**src/rtl/fbp_pkg.sv**
```systemverilog
package fbp_pkg;
  typedef enum logic [1:0] {
    ACC_READ  = 2'd0,
    ACC_EXEC  = 2'd1,
    ACC_PROG  = 2'd2,
    ACC_ERASE = 2'd3
  } acc_kind_t;

  localparam int NMASK = 2;

  function automatic logic uses_prog_mask(input acc_kind_t k);
    return (k == ACC_PROG) || (k == ACC_ERASE);
  endfunction
endpackage

```
**src/rtl/fbp_mask_cell.sv**
```systemverilog
module fbp_mask_cell #(
  parameter int NBLK = 4
) (
  input  logic            clk,
  input  logic            rst,
  input  logic            por,
  input  logic            wr_en,
  input  logic [NBLK-1:0] wr_bits,
  input  logic            commit_en,
  output logic [NBLK-1:0] mask
);
  // Retained copy and live mask both start at the factory value.
  logic [NBLK-1:0] nv_q   = '1;
  logic [NBLK-1:0] live_q = '1;

  always_ff @(posedge clk) begin
    if (por)        live_q <= nv_q;
    else if (wr_en) live_q <= live_q & wr_bits;
  end

  always_ff @(posedge clk) begin
    if (commit_en) nv_q <= nv_q & live_q;
  end

  assign mask = live_q;

  // outside power-on reload the live mask never gains a bit
  assert_clear_only_R2: assert property (@(posedge clk) disable iff (rst)
    !por |=> ((live_q & ~$past(live_q)) == '0));
  // power-on reload takes the retained copy
  assert_por_reload_R5: assert property (@(posedge clk) disable iff (rst)
    por |=> (live_q == $past(nv_q)));
  // retained copy never gains a bit and moves only on its commit
  assert_nv_monotone_R6: assert property (@(posedge clk) disable iff (rst)
    1'b1 |=> ((nv_q & ~$past(nv_q)) == '0));
  assert_nv_hold_R6: assert property (@(posedge clk) disable iff (rst)
    !commit_en |=> $stable(nv_q));
endmodule

```
**src/rtl/fbp_access_chk.sv**
```systemverilog
module fbp_access_chk
  import fbp_pkg::*;
#(
  parameter int NBLK      = 4,
  parameter int BLK_LSB   = 11,
  parameter int FL_ADDR_W = 13
) (
  input  logic                 clk,
  input  logic                 rst,
  input  logic                 valid,
  input  logic [FL_ADDR_W-1:0] addr,
  input  logic [1:0]           kind,
  input  logic [NBLK-1:0]      re_mask,
  input  logic [NBLK-1:0]      pe_mask,
  output logic                 violation
);
  localparam int BLK_W = (NBLK > 1) ? $clog2(NBLK) : 1;

  logic [BLK_W-1:0] blk;
  logic [NBLK-1:0]  sel_mask;

  assign blk       = addr[BLK_LSB +: BLK_W];
  assign sel_mask  = uses_prog_mask(acc_kind_t'(kind)) ? pe_mask : re_mask;
  assign violation = valid && !sel_mask[blk];

  // no violation without a request
  assert_idle_quiet_R9: assert property (@(posedge clk) disable iff (rst)
    !valid |-> !violation);
  // fully enabled masks never flag
  assert_open_ok_R8: assert property (@(posedge clk) disable iff (rst)
    ((&re_mask) && (&pe_mask)) |-> !violation);
endmodule

```
**src/rtl/fbp_ctrl.sv**
```systemverilog
module fbp_ctrl
  import fbp_pkg::*;
#(
  parameter int          NBLK      = 4,
  parameter int          BLK_LSB   = 11,
  parameter int          FL_ADDR_W = 13,
  parameter int          REG_AW    = 12,
  parameter int          DW        = 32,
  parameter logic [11:0] RE_OFF    = 12'h130,
  parameter logic [11:0] PE_OFF    = 12'h134
) (
  input  logic                 clk,
  input  logic                 rst,
  input  logic                 por,
  input  logic [REG_AW-1:0]    reg_addr,
  input  logic                 reg_we,
  input  logic [DW-1:0]        reg_wdata,
  output logic [DW-1:0]        reg_rdata,
  input  logic                 commit,
  input  logic                 commit_sel,
  input  logic                 fl_valid,
  input  logic [FL_ADDR_W-1:0] fl_addr,
  input  logic [1:0]           fl_kind,
  output logic                 fl_violation
);
  localparam logic [REG_AW-1:0] OFFS [NMASK] = '{REG_AW'(RE_OFF), REG_AW'(PE_OFF)};

  logic [NBLK-1:0] masks [NMASK];
  logic [DW-1:0]   rdata_q;

  for (genvar g = 0; g < NMASK; g++) begin : g_mask
    logic hit;
    assign hit = (reg_addr == OFFS[g]);
    fbp_mask_cell #(.NBLK(NBLK)) u_cell (
      .clk       (clk),
      .rst       (rst),
      .por       (por),
      .wr_en     (reg_we && hit),
      .wr_bits   (reg_wdata[NBLK-1:0]),
      .commit_en (commit && (commit_sel == 1'(g))),
      .mask      (masks[g])
    );
  end

  always_ff @(posedge clk) begin
    if (rst || por) rdata_q <= '0;
    else if (reg_addr == OFFS[0]) rdata_q <= DW'(masks[0]);
    else if (reg_addr == OFFS[1]) rdata_q <= DW'(masks[1]);
    else rdata_q <= '0;
  end

  assign reg_rdata = rdata_q;

  fbp_access_chk #(
    .NBLK(NBLK), .BLK_LSB(BLK_LSB), .FL_ADDR_W(FL_ADDR_W)
  ) u_chk (
    .clk       (clk),
    .rst       (rst),
    .valid     (fl_valid),
    .addr      (fl_addr),
    .kind      (fl_kind),
    .re_mask   (masks[0]),
    .pe_mask   (masks[1]),
    .violation (fl_violation)
  );

  // reserved read bits are always zero
  assert_rsvd_zero_R3: assert property (@(posedge clk) disable iff (rst)
    1'b1 |=> (reg_rdata[DW-1:NBLK] == '0));
  // unmapped offsets read as zero
  assert_unmapped_R4: assert property (@(posedge clk) disable iff (rst)
    (reg_addr != OFFS[0] && reg_addr != OFFS[1]) |=> (reg_rdata == '0));
endmodule

```
**config.mk**
```make
export PLATFORM = sky130hd
export DESIGN_NAME = fbp_ctrl
export DESIGN_NICKNAME = d
export VERILOG_FILES = /design/src/rtl/fbp_pkg.sv /design/src/rtl/fbp_mask_cell.sv /design/src/rtl/fbp_access_chk.sv /design/src/rtl/fbp_ctrl.sv
export SDC_FILE = /design/constraint.sdc
export NUM_CORES = 1
export LEC_CHECK = 0
export ABC_CLOCK_PERIOD_IN_PS = 1500
export BUFFER_PORTS_ARGS = -buffer_cell sky130_fd_sc_hd__buf_4
export CORE_ASPECT_RATIO = 0.6
export CORE_MARGIN = 4
export CORE_UTILIZATION = 38
export DETAILED_ROUTE_END_ITERATION = 8
export PLACE_DENSITY = 0.92
export SLEW_MARGIN = 0
export SYNTH_ARGS = -nofsm -noshare
export SYNTH_HDL_FRONTEND = slang
export SYNTH_HIERARCHICAL = 1
export SYNTH_SLANG_ARGS = --single-unit
```
**constraint.sdc**
```tcl
create_clock -name clk -period 1.5 [get_ports clk]
set_input_delay 0.075 -clock clk [delete_from_list [all_inputs] [get_ports clk]]
set_output_delay 0.075 -clock clk [all_outputs]
set_load 0.05 [all_outputs]
```
## After elaboration in Yosys (flattened, before gate mapping)

Cells that the tools add are included.

- Register bits after elaboration: 48
- Bits of input ports: 66
- Output and inout port bits: 33
- Word-level logic and storage cells: 36

- $lt $le $gt $ge: 1
- Equality and inequality tests: 4
- Muxes and demuxes: 9
- Bitwise operators: 5
- Reduce and logical (&&, ||, !) cells: 11

Operators by type and width:

| kind | count |
|---|---|
| two-way mux 4 bit | 7 |
| == test 12 x 9 -> 1 bit, second input constant | 2 |
| AND 4 bit | 4 |
| logical AND 1 bit | 5 |
| == test 2 bit, second input constant | 2 |
| nonzero test 2 bit | 2 |
| less-than comparator 2 x 3 -> 1 bit, second input constant | 1 |
| binary-select mux 1 bit (select 2 bit) | 1 |
| logical OR 1 bit | 2 |
| OR reduction 2 bit | 1 |
| logical NOT 1 bit | 1 |
| two-way mux 1 bit | 1 |
| NOT 1 bit | 1 |

## Longest topological paths before layout

Gate-level depths: netlist of the first run.

- Depth in word-level cells: 7
- Depth in mapped cells: 4
- Depth with buffers taken out: 4

## Hierarchy

The synthesis of the first run kept the hierarchy.

Modules (own cells, without submodules):

| module | times used | cells an instance | area each (sq um) | seq. area each (sq um) |
|---|---|---|---|---|
| fbp_mask_cell | 2 | 26 | 332.8 | 240.2 |
| fbp_ctrl | 1 | 55 | 432.9 | 80.1 |
| fbp_access_chk | 1 | 7 | 73.8 | 0.0 |

## Worst setup path after synthesis of the first run

OpenSTA, ideal clock, no wires.

- Path kind: register to output
- Start: register g_mask[1].u_cell.live_q[3]
- End: output port fl_violation
- Data arrival time: 1.192 ns
- Data required time: 1.425 ns
- Slack: 0.233 ns
- Cell stages (with the launch flop): 4
- Buffers on the path: 0
- Cells stage by stage: edfxtp_1 mux2i_1 mux4_2 and2_1

- Word-level cells in the longest chain between the ends: 5

Ends and longest elaborated chain:

| item | RTL line | RTL |
|---|---|---|
| from (decl) | fbp_mask_cell.sv:14 | `logic [NBLK-1:0] live_q = '1;` |
| from (signal assigned) | fbp_mask_cell.sv:17 | `if (por) live_q <= nv_q;` |
| from (signal assigned) | fbp_mask_cell.sv:18 | `else if (wr_en) live_q <= live_q & wr_bits;` |
| two-way mux 4 bit | fbp_access_chk.sv:23 | `assign sel_mask = uses_prog_mask(acc_kind_t'(kind)) ? pe_mask : re_mask;` |
| binary-select mux 1 bit (select 2 bit) | fbp_access_chk.sv:24 | `assign violation = valid && !sel_mask[blk];` |
| two-way mux 1 bit (implied by the code) | fbp_access_chk.sv:24 |  |
| logical NOT 1 bit | fbp_access_chk.sv:24 |  |
| logical AND 1 bit | fbp_access_chk.sv:24 |  |
| to (decl) | fbp_ctrl.sv:24 | `output logic fl_violation` |

Every way passes these cells. The select of a mux whose other input is x is not followed.

## Final worst setup path of the first run

Same ends and word-level chain as after synthesis.

==> metrics.md, run 1 <==
| Metric | Value |
|---|---|
| Starting Density | 40.30% |
| Yosys cell types | 20 |
| CTS tree | yes |
| Status | finished with violations |
| Final Setup Violations | 1 |
| Clock latency at the later pin of the worst-skew pair | approximately 0.26 ns |
| Core Util, Final | 49.33% |
| Mean Syn Cell Area | ~10 um2 |
| Vias/cell | 4.275 |
| Clk root buf | clkbuf_8 |
| Top cell type's share of synthesized area | 40.98% |
| Ant. Diodes | 0 |
| Post-synthesis sequential element count | 20 |
| Final WS setup | -0.06742 ns |
| Fin cells | 193 |
| Fin crit share | 104.5% |
| Fin Hold WS | 0.1394 ns |
| Syn. warnings | 6 |
| Pwr dens | 957.3 nW/um2 |
| Clk pin slew, worst setup/hold paths | 0.07 ns |
| Total CTS buffers | 3 |
| Row count | 15 |
| Setup CP Type | register to primary output |
| Count of input and output buffers | 30 |
| Die Width | 79.71 um |
| # DRC | 0 |
| HP Class | primary input to register |
| GRT Util Overall | 11.69% |
| Vias | 825 |
| Lkg Pwr | 0.6495 nW |
| I/O Pins | between 90 and 100 |
| Drt initial violations | 41 |
| Clock Skew | 0.006479 ns |
| Vias in the first global route | approximately 750 |
| Mapped Area | 1172 um2 |
| Layout cell share with drive strength beyond 1 | 29.80% |
| Syn Inst Count | 114 |
| MaxCap Viol Count | 0 |
| Worst endpoint data arrival time | 1.49 ns |
| Gpl congestion | 0.7682 |
| Fillers | roughly 280 |
| Initial antenna violation count | 0 |
| Register Area | 560.5 um2 |
| Nets | 218 |
| Crit-path max FO | 2 |
| Largest net degree at the start of global routing | 20 |
| Drt first pass iters | 4 |
| VDD IR max | 0.3715 mV |
| WL/cell | 12.48 um |
| RSZ-0062 raised after global routing | true |
| Chip Height | 51.03 um |
| Grt ovf | 0 |
| Sequential cell area fraction in the yosys report | a little under half |
| Area of the multi-input gates | 474.2 um2 |
| Die ar. | 4067 um2 |
| Core region area | 2909 um2 |
| Cell taking the most area after synthesis | edfxtp_1 |
| Number of clock sinks | 20 |
| # hold bufs at CTS | 0 |
| Htree depth | 1 |
| Dpl cells | 185 |
| Routed wire length | 2408 um |
| CP startpoint kind | register |
| CP max stage cell | mux4_2 |
| Setup TNS | -0.06742 ns |
| Min Tclk post-route | 1.567 ns |
| Delay of the slowest critical-path stage | 0.48 ns |
| FMAX | between 600 and 700 MHz |
| DP HPWL | 1954 um |
| Syn-to-layout area delta | 22.41% |
| Final Hold Vio Count | 0 |
| Final ANT Viol Nets | 0 |
| Bufs on Longest Clock Path | 2 |
| Synth area leaders | edfxtp_1, buf_4, dfxtp_1 |
| First-pass GRT wire length | 3484 um |
| Critical-path cell list | mux2i_1, mux4_2, and2_4, buf_8 |
| Failing checks | setup timing |
| Critical Path End Type | primary output |
| Critical Path RT | 1.42 ns |
| Slew Viols, Final | 0 |
## layout make-up
| cell class | instances | share of cell area [%] |
|---|---|---|
| Tap cell | 42 | 3.662 |
| Multi-Input combinational cell | 89 | 33.04 |
| Timing Repair Buffer | 38 | 20.40 |
| Clock buffer | 4 | 3.836 |
| Sequential cell | 20 | 39.06 |
## per-layer routing
layer  GRT usage (%)  up-vias  part of all wire (%)
met1           14.00      374                    42
li1                -      403                     -
met4          0.8571        0                     0
met3           6.338        0                    13
met2           19.39       48                    45
met5               0        -                     0
## report_power, final
group | switching [mW] | internal [mW] | total, mW | leakage, nW
Sequential | 0.0133 | 0.627 | 0.641 | 0.191
Combinational | 0.231 | 0.101 | 0.332 | 0.430
Clock | 0.168 | 0.233 | 0.401 | 0.0288
Total | 0.412 | 0.962 | 1.37 | 0.650
## Yosys cell counts, drive strengths merged
library cell,count
and4b,1
or2,2
nand2,17
edfxtp,16
conb,1
nor2b,1
mux2i,8
and2,10
mux4,1
buf,30
nor2,8
nor4,1
nor3,1
nand4,2
clkbuf,2
dfxtp,4
nand4b,1
o21ai,8
## flip-flops by register name, indices dropped and copies added, names as in the netlist
register,flops
g_mask.u_cell/nv_q,8
reg_rdata,4
g_mask.u_cell/mask,8
## worst max-delay path, delay by kind of cell, from the launching register on
kind	cells	cell delay [ns]
simple gates	1	0.16
buf+inv	1	0.14
flops	1	0.37
mux	2	0.58
## path summary, 6_finish.rpt
check	startpoint	end	slack, ns	cells past startpoint
min	reg_addr[2]	reg_rdata[1]	0.14	3
max	g_mask[1].u_cell/mask[3]	fl_violation	-0.07	4
min reg2reg	g_mask[0].u_cell/nv_q[1]	g_mask[0].u_cell/mask[1]	0.55	2
max reg2reg	g_mask[0].u_cell/mask[3]	g_mask[0].u_cell/nv_q[3]	0.54	2
## what timing repair did
| item | CTS | global route |
|---|---|---|
| gates resized for setup | 3 | 0 |
| pin swaps | 1 | 0 |
| setup buffers | 3 | 1 |
| setup endpoints to repair | 1 | 1 |
## stage by stage
stage / power, mW / cell area (um2) / setup WS (ns)
detailed placement: 0.9658 / 1340 / 0.1367
global placement: 0.9597 / 1340 / 0.1709
finish: 1.374 / 1435 / -0.06742
floorplan: 0.9392 / 1274 / 0.2332
global route: 1.430 / 1435 / -0.1341
CTS: 1.385 / 1428 / -0.08429
## layout by cell type, fill, tap and decap left out
master,instances
and2_1,9
and2_4,1
and4b_1,1
buf_4,37
buf_8,1
clkbuf_8,4
conb_1,28
dfxtp_1,4
edfxtp_1,16
mux2i_1,8
mux4_2,1
nand2_1,17
nand4_1,2
nand4b_1,1
nor2_1,8
nor2b_1,1
nor3_1,1
nor4_2,1
o21ai_0,8
or2_1,2
## logic make-up after synthesis
logic type,count (synthesis),synth area share (%)
and+or+nand+nor,44,19.10
buffers and inverters,32,20.60
DFF,20,47.81
muxes,9,8.751
AOI/OAI and AO/OA,8,3.415
other,1,0.3199
Power figures use the tool's default switching activity.
==> run 2: changes to the inputs <==
Settings changed: SYNTH_HIERARCHICAL 1 to default.
==> metrics.md, run 2 <==
| Metric | Value |
|---|---|
| Min Tclk post-route | 1.545 ns (-0.02280 ns) |
| Worst R2R End | g_mask[1].u_cell.nv_q[3] |
| Worst reg-to-reg setup slack | 0.45 ns (-0.09 ns) |
| DP HPWL | 1925 um (-1.5%) |
| Crit-path max FO | 2 (unchanged) |
| Power, Total | 1.333 mW (-3.0%) |
| Worst path bufs/invs | 1 (unchanged) |
| Setup TNS | -0.04462 ns (+0.02280 ns) |
| Htree depth | 1 (unchanged) |
| Dominant synthesized flop cell | edfxtp_1 |
| RSZ-0062 raised after global routing | true |
| Syn. warnings | 0 (-6) |
| Final Hold Vio Count | 0 (unchanged) |
| Row count | 15 (unchanged) |
| Count of input and output buffers | 30 (unchanged) |
| Hold Path Stages | 3 (unchanged) |
| Yosys cell types | 21 (+5.0%) |
| Fin crit share | 103.0% (-1.5 points) |
| Starting Density | 39.78% (-0.52 points) |
| Final ANT Viol Nets | 0 (unchanged) |
| Critical-path cell list | mux2i_1, mux4_2, and2_4, buf_8 |
| Initial antenna violation count | 0 (unchanged) |
| # DRC | 0 (unchanged) |
| Cell taking the most area after synthesis | edfxtp_1 |
| Ant. Diodes | 0 (unchanged) |
| Setup CP Type | register to primary output |
| First-pass GRT wire length | 3463 um (-0.60%) |
| Largest net degree at the start of global routing | 20 (unchanged) |
| CP max stage cell | mux4_2 |
| Core Util, Final | 49.67% (+0.34 points) |
| Die ar. | 3976 um2 (-2.2%) |
| Status | finished with violations |
| Launch point of the worst reg-to-reg path | g_mask[1].u_cell.mask[3] |
| Post-synthesis sequential element count | 20 (unchanged) |
| R2R cell count | 3 (+1) |
| Top cell type's share of synthesized area | 42.06% (+1.1 points) |
| Gpl congestion | 0.8524 (+11%) |
| CTS tree | yes |
| Clk root buf | clkbuf_8 |
| Clk pin slew, worst setup/hold paths | 0.07 ns (about the same) |
| FFs w/ async S/R, synth | 0% (unchanged) |
| Commonest non-fill, non-tap cells in the layout | buf_4, conb_1, nand2_1, edfxtp_1, and2_1 |
| Sequential cell area fraction in the yosys report | 49.07% (+1.3 points) |
| Drt initial violations | 52 (+27%) |
| Synth area leaders | edfxtp_1, buf_4, dfxtp_1 |
| Die Width | 78.79 um (-1.2%) |
| Commonest non-fill, non-tap cell in the layout | buf_4 |
| Total CTS buffers | 3 (unchanged) |
| Hold EP | reg_rdata[1] |
| Failing checks | setup timing |
| Drt first pass iters | 4 (unchanged) |
| Clock Skew | 0.001654 ns (-0.004825 ns) |
| Layout cell share with drive strength beyond 1 | 30.67% (+0.87 points) |
| MaxCap Viol Count | 0 (unchanged) |
| Crit-path leading delay family | multiplexers |
| Bufs on Longest Clock Path | 2 (unchanged) |
| Delay of the slowest critical-path stage | 0.46 ns (-0.02 ns) |
| Final Setup Violations | 1 (unchanged) |
| Lkg Pwr | 0.6546 nW (+0.78%) |
| Worst endpoint data arrival time | 1.47 ns (-0.02 ns) |
| Critical Path RT | 1.42 ns (about the same) |
| Number of clock sinks | 20 (unchanged) |
| HP Class | primary input to register |
| GRT Util Overall | 11.81% (+0.11 points) |
| Critical Path End Type | primary output |
| Clock latency at the later pin of the worst-skew pair | 0.26 ns (about the same) |
| Count leader, synth | buf_4 |
| I/O Pins | 99 (unchanged) |
| Syn-to-layout area delta | 24.86% |
| Vias in the first global route | 725 (-3.8%) |
| Pwr dens | 934.2 nW/um2 (-2.4%) |
| VDD IR max | 0.3829 mV (+3.1%) |
| Top cells by count, synth | buf_4, edfxtp_1, nand2_1 |
| FMAX | 647.4 MHz (+1.5%) |
| Chip Height | 50.47 um (-1.1%) |
| Vias | 782 (-5.2%) |
| Core region area | 2872 um2 (-1.3%) |
| EDFF count, synth | 16 (unchanged) |
| # hold bufs at CTS | 0 (unchanged) |
| Grt ovf | 0 (unchanged) |
| Final WS setup | -0.04462 ns (+0.02280 ns) |
| CP startpoint kind | register |
| Hold Crit Start | reg_addr[2] |
| WP depth | 4 (unchanged) |
| Mean Syn Cell Area | 10.38 um2 (+0.98%) |
| WL/cell | 11.86 um (-4.9%) |
| Nets | 217 (-0.46%) |
| Vias/cell | 4.073 (-4.7%) |
| Syn Inst Count | 110 (-3.5%) |
| Slew Viols, Final | 0 (unchanged) |
| Mapped Area | 1142 um2 (-2.6%) |
| Routed wire length | 2277 um (-5.4%) |
## run 2: repair_timing
item                                    CTS  global route
gates cloned                              0             0
pin swaps                                 1             0
resized for setup                         3             0
endpoints found under the setup margin    1             1
setup buffers                             3             1
## run 2: metal layers
layer / track usage, % / up-vias / part of all wire [%] / routed length [um]
li1: - / 397 / - / -
met1: 16.80 / 350 / 45 / 1031
met2: 15.92 / 33 / 43 / 977
met3: 5.735 / 2 / 11 / 254
met4: 2.616 / 0 / 0.57 / 13
met5: 0 / - / 0 / 0
## run 2: power breakdown
group	internal [mW]	switching (mW)
sequential	0.627	0.0105
clock	0.182	0.175
combinational	0.107	0.231
## run 2: logic make-up after synthesis
family,Yosys count,share of synthesized area [%]
other,1,0.3283
flip-flops,20,49.07
AND/OR/NAND/NOR,37,16.10
AO/OA/AOI/OAI,10,4.818
buffers and inverters,33,20.70
multiplexers,9,8.982
## run 2: worst max-delay path by stage
| stage | start | endpoint |
|---|---|---|
| 3_3_place_gp | reg_addr[1] | g_mask[1].u_cell.mask[3] |
| 6_report | g_mask[0].u_cell.mask[3] | fl_violation |
| 2_1_floorplan | g_mask[1].u_cell.mask[3] | fl_violation |
| 4_1_cts | g_mask[0].u_cell.mask[3] | fl_violation |
| 3_5_place_dp | g_mask[1].u_cell.mask[1] | fl_violation |
| 5_1_grt | g_mask[1].u_cell.mask[3] | fl_violation |
## run 2: metrics by stage
step | std cells | cell area [um2] | hold slack (ns) | setup slack [ns]
6_report | 192 | 1426 | 0.1460 | -0.04462
5_1_grt | 192 | 1426 | 0.1669 | -0.09597
4_1_cts | 191 | 1419 | 0.1449 | -0.05701
3_5_place_dp | 184 | 1341 | 0.4167 | 0.1618
3_3_place_gp | 184 | 1341 | 0.4126 | 0.1451
2_1_floorplan | 137 | 1244 | 0.3113 | 0.2319
## run 2: layout make-up
cell class	count	area (um2)
Inverter	1	3.754
Fill cell	274	1445
Clock inverter	1	3.754
Timing Repair Buffer	41	315.3
Sequential cell	20	560.5
Tap cell	42	52.55
Clock buffer	3	41.29
Multi-Input combinational cell	84	449.2
## run 2: worst register-to-register path, delay by kind of cell, from the launching register on
| family | cells | cell delay [ns] |
|---|---|---|
| flops | 1 | 0.39 |
| simple gates | 1 | 0.15 |
| buf+inv | 2 | 0.27 |
==> run 3: changes to the inputs <==
Settings changed: CORE_MARGIN 4 to default.
==> metrics.md, run 3 (synthesized netlist as in run 2, its figures left out) <==
| Metric | Value |
|---|---|
| Core region area | 2680 um2 (-6.7%) |
| CTS tree | yes |
| Worst endpoint data arrival time | 1.49 ns (+0.02 ns) |
| Final ANT Viol Nets | 0 (unchanged) |
| Clock share of power | 26.4% (-0.4 points) |
| Critical Path RT | 1.42 ns (about the same) |
| Syn-to-layout area delta | 26.94% |
| Count of input and output buffers | 30 (unchanged) |
| # hold bufs at CTS | 0 (unchanged) |
| Clk root buf | clkbuf_8 |
| WL/cell | 12.04 um (+1.5%) |
| Crit path launch | g_mask[1].u_cell.mask[3] |
| CP max stage cell | mux4_2 |
| Launch point of the worst reg-to-reg path | g_mask[0].u_cell.mask[3] |
| Fillers | 240 (-12%) |
| Core Util, Final | 54.11% (+4.4 points) |
| Ant. Diodes | 0 (unchanged) |
| Final Setup Violations | 1 (unchanged) |
| Pre-CTS setup slack | 0.1473 ns (-0.01452 ns) |
| Final Hold Vio Count | 0 (unchanged) |
| Die Width | 72.79 um (-7.6%) |
| Critical Path End Type | primary output |
| Fin Hold WS | 0.1538 ns (+0.007739 ns) |
| R2R cell count | 3 (unchanged) |
| Worst R2R End | g_mask[0].u_cell.nv_q[3] |
| Status | finished with violations |
| Chip Height | 44.47 um (-12%) |
| Setup CP Type | register to primary output |
| Critical-path cell list | mux2i_1, mux4_2, and2_4, buf_8 |
| Routed wire length | 2323 um (+2.0%) |
| First-pass GRT wire length | 3332 um (-3.8%) |
| HP Class | primary input to register |
| Clock Skew | 0.005627 ns (+0.003974 ns) |
| Slew Viols, Final | 0 (unchanged) |
| Failing checks | setup timing |
| Setup TNS | -0.06527 ns (-0.02066 ns) |
| Clock latency at the later pin of the worst-skew pair | 0.25 ns (about the same) |
| CP startpoint kind | register |
| MaxCap Viol Count | 0 (unchanged) |
| Bufs on Longest Clock Path | 2 (unchanged) |
| Combinational Power Share | 26.0% (+0.7 points) |
| Drt initial violations | 50 (-3.8%) |
| Net Sw Frac | 30.83% (-0.42 points) |
| Drt first pass iters | 6 (+2) |
| Crit-path max FO | 2 (unchanged) |
| Vias | 865 (+11%) |
| Delay of the slowest critical-path stage | 0.47 ns (about the same) |
| DP HPWL | 1852 um (-3.8%) |
| Number of clock sinks | 20 (unchanged) |
| I/O Pins | 99 (unchanged) |
| Row count | 14 (-1) |
| Grt ovf | 0 (unchanged) |
| Nets | 220 (+1.4%) |
| FMAX | 638.9 MHz (-1.3%) |
| Vias/cell | 4.482 (+10%) |
| Fin crit share | 104.4% (+1.4 points) |
| Min Tclk post-route | 1.565 ns (+0.02066 ns) |
| Pwr dens | 926.9 nW/um2 (-0.79%) |
| Total CTS buffers | 3 (unchanged) |
| Largest net degree at the start of global routing | 20 (unchanged) |
| Die ar. | 3237 um2 (-19%) |
| Clk pin slew, worst setup/hold paths | 0.07 ns (about the same) |
| Cell Int Power | 0.9297 mW (+1.5%) |
| Worst reg-to-reg setup slack | 0.41 ns (-0.04 ns) |
| GRT Util Overall | 14.76% (+3.0 points) |
| Psw | 0.4144 mW (-0.50%) |
| Starting Density | 42.62% (+2.8 points) |
| Layout cell share with drive strength beyond 1 | 32.68% (+2.0 points) |
| Htree depth | 1 (unchanged) |
| VDD IR max | 0.5081 mV (+33%) |
| Initial antenna violation count | 0 (unchanged) |
| Vias in the first global route | 754 (+4.0%) |
| Gpl congestion | 0.8278 (-2.9%) |
| Commonest non-fill, non-tap cells in the layout | buf_4, conb_1, nand2_1, edfxtp_1, and2_1 |
| Lkg Pwr | 0.6672 nW (+1.9%) |
| Commonest non-fill, non-tap cell in the layout | buf_4 |
| CP Capture Point | fl_violation |
| Final WS setup | -0.06527 ns (-0.02066 ns) |
| Seq pwr share | 47.5% (-0.3 points) |
| RSZ-0062 raised after global routing | true |
| # DRC | 0 (unchanged) |
## run 3: cell types whose count changed in the layout (fill, tap and decap cells not counted)
cell,delta
clkinv_1,-1
buf_4,+3
mux2i_1,-1
mux2i_2,+1
clkbuf_1,+1
## run 3: layout make-up
cell class / instances / area (um2) / share of cell area, %
multi-input combinational: 84 / 452.9 / 31.23
tap: 40 / 50.05 / 3.451
sequential: 20 / 560.5 / 38.65
inverter: 1 / 3.754 / 0.2588
timing repair buffer: 44 / 337.8 / 23.30
clock buffer: 4 / 45.04 / 3.106
## run 3: timing repair
| item | in CTS | in global routing |
|---|---|---|
| setup endpoints to repair | 1 | 1 |
| buffers inserted | 3 | 4 |
| resized for setup | 3 | 1 |
| pin swaps | 1 | 0 |
## run 3: worst min-delay path by stage
stage / from / end / depth (start not counted)
floorplan: reg_wdata[3] / g_mask[1].u_cell.mask[3] / 2
global placement: reg_addr[2] / reg_rdata[1] / 3
detailed placement: reg_addr[2] / reg_rdata[0] / 3
CTS: reg_addr[2] / reg_rdata[0] / 3
global route: reg_wdata[3] / g_mask[1].u_cell.mask[3] / 3
finish: reg_addr[2] / reg_rdata[0] / 3
## run 3: worst max-delay path: cells and delay by family, from the launching register on
kind	cells	cell delay [ns]
multiplexers	2	0.58
flip-flops	1	0.36
AND/OR/NAND/NOR	1	0.15
buffers and inverters	1	0.14
## run 3: power groups by stage
stage	clock (mW)	sequential (mW)	combinational (mW)
after floorplan	0	0.651	0.286
after global placement	0	0.651	0.311
after detailed placement	0	0.653	0.318
after CTS	0.359	0.638	0.336
after global routing	0.377	0.642	0.369
final	0.355	0.639	0.350
## run 3: routing by layer
metal / up-vias / wire length [um] / share of wire, % / GRT usage [%]
met4: 0 / 51 / 2.2 / 6.275
li1: 400 / - / - / -
met3: 8 / 178 / 7.7 / 5.239
met1: 412 / 997 / 43 / 18.57
met2: 45 / 1096 / 47 / 23.36
met5: - / 0 / 0 / 0
## run 3: metrics by stage
step | area [um2] | cells | total power, mW
floorplan | 1244 | 137 | 0.9373
global placement | 1339 | 182 | 0.9620
detailed placement | 1339 | 182 | 0.9714
CTS | 1416 | 189 | 1.333
global route | 1450 | 193 | 1.388
finish | 1450 | 193 | 1.344
